<file path="config.mk">
export PLATFORM = sky130hd
export DESIGN_NAME = ipi_ctrl
export DESIGN_NICKNAME = d
export VERILOG_FILES = /design/src/rtl/ipi_pkg.sv /design/src/rtl/ipi_arb.sv /design/src/rtl/ipi_matrix.sv /design/src/rtl/ipi_ctrl.sv
export SDC_FILE = /design/constraint.sdc
export NUM_CORES = 1
export LEC_CHECK = 0
export ABC_AREA = 1
export BUFFER_PORTS_ARGS = -buffer_cell sky130_fd_sc_hd__buf_4
export CELL_PAD_IN_SITES_DETAIL_PLACEMENT = 1
export CELL_PAD_IN_SITES_GLOBAL_PLACEMENT = 1
export CORE_MARGIN = 3
export CORE_UTILIZATION = 31
export DETAILED_ROUTE_END_ITERATION = 16
export GPL_TIMING_DRIVEN = 0
export PLACE_DENSITY = 0.83
export SLEW_MARGIN = 20
export SYNTH_ARGS = -nofsm -noshare
export SYNTH_HDL_FRONTEND = slang
export SYNTH_SLANG_ARGS = --single-unit
</file>
<file path="constraint.sdc">
create_clock -name clk_i -period 1.45 [get_ports clk_i]
set_input_delay 0.2175 -clock clk_i [delete_from_list [all_inputs] [get_ports clk_i]]
set_output_delay 0.2175 -clock clk_i [all_outputs]
set_load 0.01 [all_outputs]
</file>
<file path="src/rtl/ipi_pkg.sv">
package ipi_pkg;
  localparam int unsigned OP_W = 5;

  typedef enum logic [OP_W-1:0] {
    OP_STATUS = 5'h01,
    OP_RAISE  = 5'h02,
    OP_SOURCE = 5'h03,
    OP_ACK    = 5'h04
  } ipi_op_e;
endpackage

</file>
<file path="src/rtl/ipi_arb.sv">
module ipi_arb #(
  parameter int unsigned N     = 4,
  parameter int unsigned IDX_W = 2
) (
  input  logic [N-1:0]     req_i,
  output logic [N-1:0]     gnt_o,
  output logic [IDX_W-1:0] idx_o,
  output logic             any_o
);
  // walk from the top so the lowest index wins
  always_comb begin
    gnt_o = '0;
    idx_o = '0;
    for (int i = N - 1; i >= 0; i--) begin
      if (req_i[i]) begin
        gnt_o    = '0;
        gnt_o[i] = 1'b1;
        idx_o    = IDX_W'(i);
      end
    end
  end

  assign any_o = |req_i;

  always_comb begin
    if (any_o) a_grant_onehot_r8: assert ($onehot(gnt_o) && ((gnt_o & req_i) == gnt_o));
  end
endmodule

</file>
<file path="src/rtl/ipi_matrix.sv">
module ipi_matrix
  import ipi_pkg::*;
#(
  parameter int unsigned N       = 4,
  parameter int unsigned IDX_W   = 2,
  parameter int unsigned PARAM_W = 16,
  parameter int unsigned DATA_W  = 16
) (
  input  logic               clk_i,
  input  logic               rst_ni,
  input  logic               exec_i,
  input  logic [IDX_W-1:0]   issuer_i,
  input  logic [OP_W-1:0]    op_i,
  input  logic [PARAM_W-1:0] param_i,
  output logic [N-1:0]       irq_o,
  output logic               rvalid_o,
  output logic [IDX_W-1:0]   rcore_o,
  output logic [DATA_W-1:0]  rdata_o
);
  // pend_q[s][r]: sender s has an unacknowledged interrupt at receiver r
  logic [N-1:0][N-1:0] pend_q, pend_d;
  logic [N-1:0][N-1:0] col;   // col[r][s] = pend_q[s][r]
  logic                tgt_ok;
  logic [IDX_W-1:0]    tgt;
  logic [DATA_W-1:0]   rd_d;

  assign tgt_ok = (param_i < PARAM_W'(N));
  assign tgt    = param_i[IDX_W-1:0];

  for (genvar r = 0; r < N; r++) begin : g_rx
    for (genvar s = 0; s < N; s++) begin : g_tx
      assign col[r][s] = pend_q[s][r];
    end
    assign irq_o[r] = |col[r];

    p_irq_hold_r6: assert property (@(posedge clk_i) disable iff (!rst_ni)
      $fell(irq_o[r]) |-> $past(exec_i && op_i == OP_ACK && issuer_i == IDX_W'(r)));
    p_no_self_r7: assert property (@(posedge clk_i) disable iff (!rst_ni)
      !pend_q[r][r]);
  end

  always_comb begin
    pend_d = pend_q;
    if (exec_i && tgt_ok) begin
      if (op_i == OP_RAISE && tgt != issuer_i) pend_d[issuer_i][tgt] = 1'b1;
      if (op_i == OP_ACK)                      pend_d[tgt][issuer_i] = 1'b0;
    end
  end

  always_comb begin
    rd_d = '0;
    case (op_i)
      OP_STATUS: rd_d[0]   = tgt_ok && pend_q[issuer_i][tgt];
      OP_SOURCE: rd_d[N-1:0] = col[issuer_i];
      default:   rd_d = '0;
    endcase
  end

  always_ff @(posedge clk_i or negedge rst_ni) begin
    if (!rst_ni) begin
      pend_q   <= '0;
      rvalid_o <= 1'b0;
      rcore_o  <= '0;
      rdata_o  <= '0;
    end else begin
      pend_q   <= pend_d;
      rvalid_o <= exec_i;
      if (exec_i) begin
        rcore_o <= issuer_i;
        rdata_o <= rd_d;
      end
    end
  end

  p_raise_r2: assert property (@(posedge clk_i) disable iff (!rst_ni)
    (exec_i && op_i == OP_RAISE && tgt_ok && tgt != issuer_i) |=> irq_o[$past(tgt)]);
  p_rvalid_r9: assert property (@(posedge clk_i) disable iff (!rst_ni)
    exec_i |=> (rvalid_o && rcore_o == $past(issuer_i)));
  p_idle_r9: assert property (@(posedge clk_i) disable iff (!rst_ni)
    !exec_i |=> !rvalid_o);
endmodule

</file>
<file path="src/rtl/ipi_ctrl.sv">
module ipi_ctrl
  import ipi_pkg::*;
#(
  parameter int unsigned N_CORES = 4,
  parameter int unsigned PARAM_W = 16,
  parameter int unsigned DATA_W  = 16,
  localparam int unsigned IDX_W  = (N_CORES > 1) ? $clog2(N_CORES) : 1
) (
  input  logic                       clk_i,
  input  logic                       rst_ni,
  input  logic [N_CORES-1:0]         cmd_valid_i,
  input  logic [N_CORES*OP_W-1:0]    cmd_op_i,
  input  logic [N_CORES*PARAM_W-1:0] cmd_param_i,
  output logic [N_CORES-1:0]         stall_o,
  output logic [N_CORES-1:0]         irq_o,
  output logic                       rvalid_o,
  output logic [IDX_W-1:0]           rcore_o,
  output logic [DATA_W-1:0]          rdata_o
);
  logic [N_CORES-1:0] gnt;
  logic [IDX_W-1:0]   sel;
  logic               any;
  logic [OP_W-1:0]    op_sel;
  logic [PARAM_W-1:0] param_sel;

  ipi_arb #(.N(N_CORES), .IDX_W(IDX_W)) i_arb (
    .req_i (cmd_valid_i),
    .gnt_o (gnt),
    .idx_o (sel),
    .any_o (any)
  );

  assign op_sel    = cmd_op_i[sel*OP_W +: OP_W];
  assign param_sel = cmd_param_i[sel*PARAM_W +: PARAM_W];
  assign stall_o   = cmd_valid_i & ~gnt;

  ipi_matrix #(
    .N(N_CORES), .IDX_W(IDX_W), .PARAM_W(PARAM_W), .DATA_W(DATA_W)
  ) i_matrix (
    .clk_i    (clk_i),
    .rst_ni   (rst_ni),
    .exec_i   (any),
    .issuer_i (sel),
    .op_i     (op_sel),
    .param_i  (param_sel),
    .irq_o    (irq_o),
    .rvalid_o (rvalid_o),
    .rcore_o  (rcore_o),
    .rdata_o  (rdata_o)
  );

  p_lead_not_stalled_r8: assert property (@(posedge clk_i) disable iff (!rst_ni)
    cmd_valid_i[0] |-> !stall_o[0]);
  p_single_stall_r8: assert property (@(posedge clk_i) disable iff (!rst_ni)
    (|cmd_valid_i) |-> ($countones(stall_o) == $countones(cmd_valid_i) - 1));
endmodule

</file>
# == Word level (Yosys, flattened, before mapping) ==
# Cells that the tools add are included.
# totals
register_bits,23
latch_bits,0
ramBits,0
rom_bits,0
out_inout_bits,27
wordCells,62
memories,0
# classes
add_sub_neg,0
n_mul,1
div_mod_pow,0
n_lt_le_gt_ge,5
n_eq_ne,5
n_shift,2
mux,27
bitwise,5
reduce_logical,10
# ops
cell,count
indexed part select 64 x 7 -> 16 bit,1
2-to-1 mux 16 bit,3
2-to-1 mux 4 bit,8
OR reduction 4 bit,5
indexed part select 20 x 6 -> 5 bit,1
bitwise AND 16 bit,1
binary-select mux 4 bit (select 2 bit),2
demux 4 bit (select 2 bit),2
"less-than comparator 16 x 3 -> 1 bit, second input constant",1
NOT 16 bit,1
OR 16 bit,1
"== test 5 x 2 -> 1 bit, second input constant",2
2-to-1 mux 2 bit,4
"less-than comparator 2 x 3 -> 1 bit, second input constant",2
"== test 5 x 1 -> 1 bit, second input constant",1
"== test 5 x 3 -> 1 bit, second input constant",1
logical AND 1 bit,5
"multiplier 2 x 3 -> 5 bit, second input constant",1
bitwise AND 4 bit,1
demux 1 bit (select 2 bit),2
"greater-or-equal comparator 2 x 1 -> 1 bit, second input constant",2
NOT 4 bit,1
2-to-1 mux 1 bit,3
2-to-1 mux 3 bit,1
3 further kinds,3

# == Logic depth before layout (Yosys ltp) ==
# depth
word_depth,16
mapped_depth,16
mapped_depth_nobuf,14

# == Hierarchy ==
# From an unflattened synthesis, not the netlist that was laid out.
# hier_totals
hier_cells,524
area_unflattened_um2,2781.4
# modules_own_cells
module,n_inst,cells_each,area_each_um2,seq_area_each_um2
ipi_matrix,1,255,1590.3,575.6
ipi_ctrl,1,254,1126.1,0.0
ipi_arb,1,15,65.1,0.0

# == Worst setup path before layout ==
# Ideal clock, no wire load.
# synth_path
path_type,input to register
start,in cmd_valid_i[2]
end,reg i_matrix.pend_q (netlist bit i_matrix.col[9])
setup_ns,0.122
arrival_time_ns,1.489
t_required_ns,1.328
slack_ns,-0.161
path_stages,13
path_buffers,2
path_cell_list,inv_2 -> nand2_1 -> nand2_4 -> nand2_4 -> buf_6 -> nand3_1 -> nor2b_1 -> nand3_1 -> nor2_1 -> nand3_2 -> buf_2 -> nor2_1 -> a21oi_1
# synth_via
elab_chain_cells,15
elab_cells_between_ends,33
cone_classes,1 x mul; 5 x order compare; 3 x eq/ne; 2 x shift; 14 x mux; 3 x bitwise; 5 x reduce/logical
# synth_rtl
element,line,source
"start, declared",ipi_ctrl.sv:11,"input logic [N_CORES-1:0] cmd_valid_i,"
2-to-1 mux 2 bit (3 in series),ipi_arb.sv:15,if (req_i[i]) begin
indexed part select 64 x 7 -> 16 bit,ipi_ctrl.sv:34,assign param_sel = cmd_param_i[sel*PARAM_W +: PARAM_W];
less-than comparator 2 x 3 -> 1 bit (implied by the code) / greater-or-equal comparator 2 x 1 -> 1 bit (equally long branches),"ipi_matrix.sv:45, ipi_matrix.sv:46",
logical AND 1 bit (implied by the code),"ipi_matrix.sv:45, ipi_matrix.sv:46",
2-to-1 mux 1 bit (implied by the code),ipi_matrix.sv:45,if (op_i == OP_RAISE && tgt != issuer_i) pend_d[issuer_i][tgt] = 1'b1;
demux 1 bit (select 2 bit),n/a,
2-to-1 mux 4 bit (implied by the code),ipi_matrix.sv:45,
demux 4 bit (select 2 bit),n/a,
OR 16 bit (no source line),n/a,
2-to-1 mux 16 bit,ipi_matrix.sv:45,
2-to-1 mux 16 bit,ipi_matrix.sv:44,if (exec_i && tgt_ok) begin
bitwise AND 16 bit (no source line),n/a,
2-to-1 mux 16 bit,ipi_matrix.sv:46,if (op_i == OP_ACK) pend_d[tgt][issuer_i] = 1'b0;
"end signal, assigned",ipi_matrix.sv:66,pend_q <= pend_d;
"end, declared",ipi_matrix.sv:21,"logic [N-1:0][N-1:0] pend_q, pend_d;"
# Parallel ways exist; a longest one is shown, timed or not. The select of a mux whose other input is x is not followed.
# A chain may end at the register's enable or synchronous reset.

# == Worst setup path after layout ==
# layout_path
start,in cmd_valid_i[3]
end,reg i_matrix.pend_q (netlist bit i_matrix.col[7])
# layout_via
elab_chain_cells,16
elab_cells_between_ends,34
cone_classes,1 x mul; 5 x order compare; 3 x eq/ne; 2 x shift; 15 x mux; 3 x bitwise; 5 x reduce/logical
# layout_rtl
element,line
2-to-1 mux 2 bit (4 in series),ipi_arb.sv:15
indexed part select 64 x 7 -> 16 bit,ipi_ctrl.sv:34
less-than comparator 2 x 3 -> 1 bit (implied by the code) / greater-or-equal comparator 2 x 1 -> 1 bit (equally long branches),"ipi_matrix.sv:45, ipi_matrix.sv:46"
logical AND 1 bit (implied by the code),"ipi_matrix.sv:45, ipi_matrix.sv:46"
2-to-1 mux 1 bit (implied by the code),ipi_matrix.sv:45
demux 1 bit (select 2 bit),n/a
2-to-1 mux 4 bit (implied by the code),ipi_matrix.sv:45
demux 4 bit (select 2 bit),n/a
OR 16 bit (no source line),n/a
2-to-1 mux 16 bit,ipi_matrix.sv:45
2-to-1 mux 16 bit,ipi_matrix.sv:44
bitwise AND 16 bit (no source line),n/a
2-to-1 mux 16 bit,ipi_matrix.sv:46
# Parallel ways exist; a longest one is shown, timed or not. The select of a mux whose other input is x is not followed.

==> impl_results.md <==
* Outcome: finished with violations
* Violated checks: negative setup slack
* PwrDens at 476 nW/um2
* Grt met1 use at 27.0%
* CTS max path bufs at 2
* Io pins at ~120
* Initial antenna violation count at 0
* Post-Synth XOR/XNOR Area at 0%
* GP Congestion at 0.933
* Most frequent cell after synthesis: nor2_1
* Synth cell types at 31
* Cell taking the most area after synthesis: dfrtp_1
* Final Hold Vio Count at 0
* Synth Register Bits at 23
* Fin util at 58.8%
* Critical path type: input port to flip-flop
* Slowest CP cell: nor2_4
* Clock root buffer: clkbuf_8
* GRT Residual Overflow at 0
* Die height at between 90 and 100 um
* Vias per Instance at 5.34
* Clock latency on the worst-skew pair at about 280 ps
* Gr busiest metal: met2
* Residual DRC at 0
* Die X at around 94 um
* Cell Chain, Critical Path: buf_4, nor2_2, inv_2, nand2_8, buf_12, nand3_1, nor2b_4, nor2_2, nand3_2, nor2_4, buf_6, nand3_2, a21oi_2
* Routed wire per std cell at 20.8 um
* Row Count at 31
* Peak supply drop at about 260 uV
* Layout cell share with drive strength beyond 1 at 51.8%
* Ys flop type: dfrtp_1
* Storage element area at between 500 and 600 um2
* Met2 usage at 41.2%
* Worst Path Required at between 1500 and 2000 ps
* Clk sink count at 23
* Final setup fails at 20
* Num CTS Buffers at 3
* Peak per-stage delay on the critical path at about 200 ps
* Tot GR Track Use at 22.5%
* Final max-slew violation count at 0
* Mapped cell area at between 2000 and 2500 um2
* Final worst slack at -379 ps
* Min Tclk post-route at 1830 ps
* Setup crit start kind: input port
* Final ANT Viol Nets at 0
* Grt met3 use at 3.21%
* Multi-input combinational cell area at 1890 um2
* Async SR Flop Fraction at 100%
* Final setup TNS at -5300 ps
* Initial drt markers at 245
* Pwr Total at 0.00207 W
* Warnings, synthesis at 0
* Complex-gate fraction of the synthesized area at 8.53%
* CP Buf/Inv Count at 4
* Layout area overhead at 81.0%
* Crit path DAT at just over 2000 ps
* Core area at 7410 um2
* CTS tree: yes
* Ant diodes at 0
* Via count at between 3000 and 4000
* First-pass GRT wire length at approximately 16000 um
* RSZ-0062 raised after global routing: yes
* Fin cells at 659
* Clock transition at path regs at 90 ps
* Nets@finish at 651
* Total wire length at 13700 um
* Largest family of logic cells by synthesized area: simple AND/OR/NAND/NOR gates
* Final-layout fill cell count at around 960
* Worst Path Max Fanout at 5
* Tcrit/Tclk final at 126%
* Vias in the first global route at about 3200
* I/O Buffers at 103
* Dpl hpwl at 7400 um
* Placed Instance Area at 3380 um2
* DR pass1 iterations at 6
* Synth top cells by count: 75 x nor2_1, 74 x nand2_1, 65 x inv_1
* Synth Area in Simple Gates at 48.4%
* Number of flops mapped to enable cells by yosys at 0
* Synth Area in Adders at 0%
* Max-Cap Viols at 0
* Final instance area at 4360 um2
* Largest cells by area after synthesis: dfrtp_1 24%, nor2_1 12%, nand2_1 12%, nand3_1 10%, inv_1 10%
* LEAKAGE at 2.15 nW
* Hold crit path type: input port to async pin
* H-tree Lvls at 1
* Dpl cells at 613
* Mapped Avg Cell Area at 6.03 um2
* Fmax at 0.547 GHz
* Synth Instances at approximately 400
* CP Capture Type: flip-flop
* Starting Density at 32.5%
* Skew final at slightly above 9 ps
* Largest net degree at the start of global routing at 24
* Yosys top cell area share at about a quarter
* Mux cell area share after synthesis at 0%
* Top delay family on crit path: simple AND/OR/NAND/NOR gates
* Die Area at 8850 um2
* Seq/Total Area, Yosys at 23.9%
==> sequential cells by signal (all words and copies together) (netlist names) <==
name and count:
i_matrix.col 16, i_matrix.rdata_o 4, i_matrix.rvalid_o 1, i_matrix.rcore_o 2
==> layer usage <==
metal | vias to the layer above | routed length, um
met4 | 0 | 744
met3 | 77 | 1050
li1 | 1542 | -
met2 | 228 | 6790
met1 | 1673 | 5130
met5 | - | 0
==> cell type report <==
type	instances	share of cell area (%)
buffer	24	5.06
clock buffer	4	1.03
inverter	70	6.41
multi-input combinational	294	43.4
sequential	23	13.2
tap	99	2.84
timing repair buffer	145	28.0
==> final timing paths <==
check	from	depth (start not counted)	slack, ps	to
worst max-delay path	cmd_valid_i[3]	13	-380	i_matrix.col[7]$_DFFE_PN0P_
worst min-delay path	rst_ni	2	380	i_matrix.col[11]$_DFFE_PN0P_
worst max register to register	i_matrix.col[11]$_DFFE_PN0P_	10	-60	i_matrix.rdata_o[0]$_DFFE_PN0N_
worst min register to register	i_matrix.rcore_o[0]$_DFFE_PN0N_	2	490	i_matrix.rcore_o[0]$_DFFE_PN0N_
max in group asynchronous	rst_ni	2	830	i_matrix.col[9]$_DFFE_PN0P_
min in group clk_i	cmd_valid_i[2]	5	380	i_matrix.rcore_o[1]$_DFFE_PN0N_
==> layout by cell type, fill, tap and decap left out, types with 8 or more instances in the layout <==
cell,instances
a21oi_2,18
buf_4,142
buf_6,16
conb_1,13
dfrtp_1,23
inv_1,54
inv_2,11
nand2_1,65
nand2_2,8
nand3_1,29
nand3_2,20
nand3b_1,8
nor2_1,51
nor2_2,14
nor2_4,20
==> cell families (layout without fill, tap and decap cells) <==
group,count (synthesis),in the layout
buffers and inverters,94,243
other,1,13
flip-flops,23,23
AND/OR/NAND/NOR,245,245
AO/OA/AOI/OAI,36,36
==> stage by stage <==
stage / hold WS, ps / worst slack [ps]
global route: 390 / -418
finish: 376 / -379
detailed placement: 134 / -646
CTS: 369 / -164
floorplan: -78.1 / -102
global placement: 137 / -572
==> repair_timing <==
| action | in CTS | in global routing |
|---|---|---|
| gates resized for setup | 40 | 101 |
| setup endpoints to repair | 21 | 21 |
| gates cloned | 4 | 2 |
| pin swaps | 13 | 42 |
| setup buffers | 13 | 23 |
| hold buffers | 1 | 0 |
| endpoints found under the hold margin | 23 | 0 |
==> power by group <==
group	leakage, nW	internal, W	total (W)	switching, W
Clock	0.0228	0.000197	0.000412	0.000215
Combinational	1.90	0.000464	0.00100	0.000539
Sequential	0.230	0.000652	0.000659	0.00000677
No activity file was read; power rests on OpenSTA's default activity.
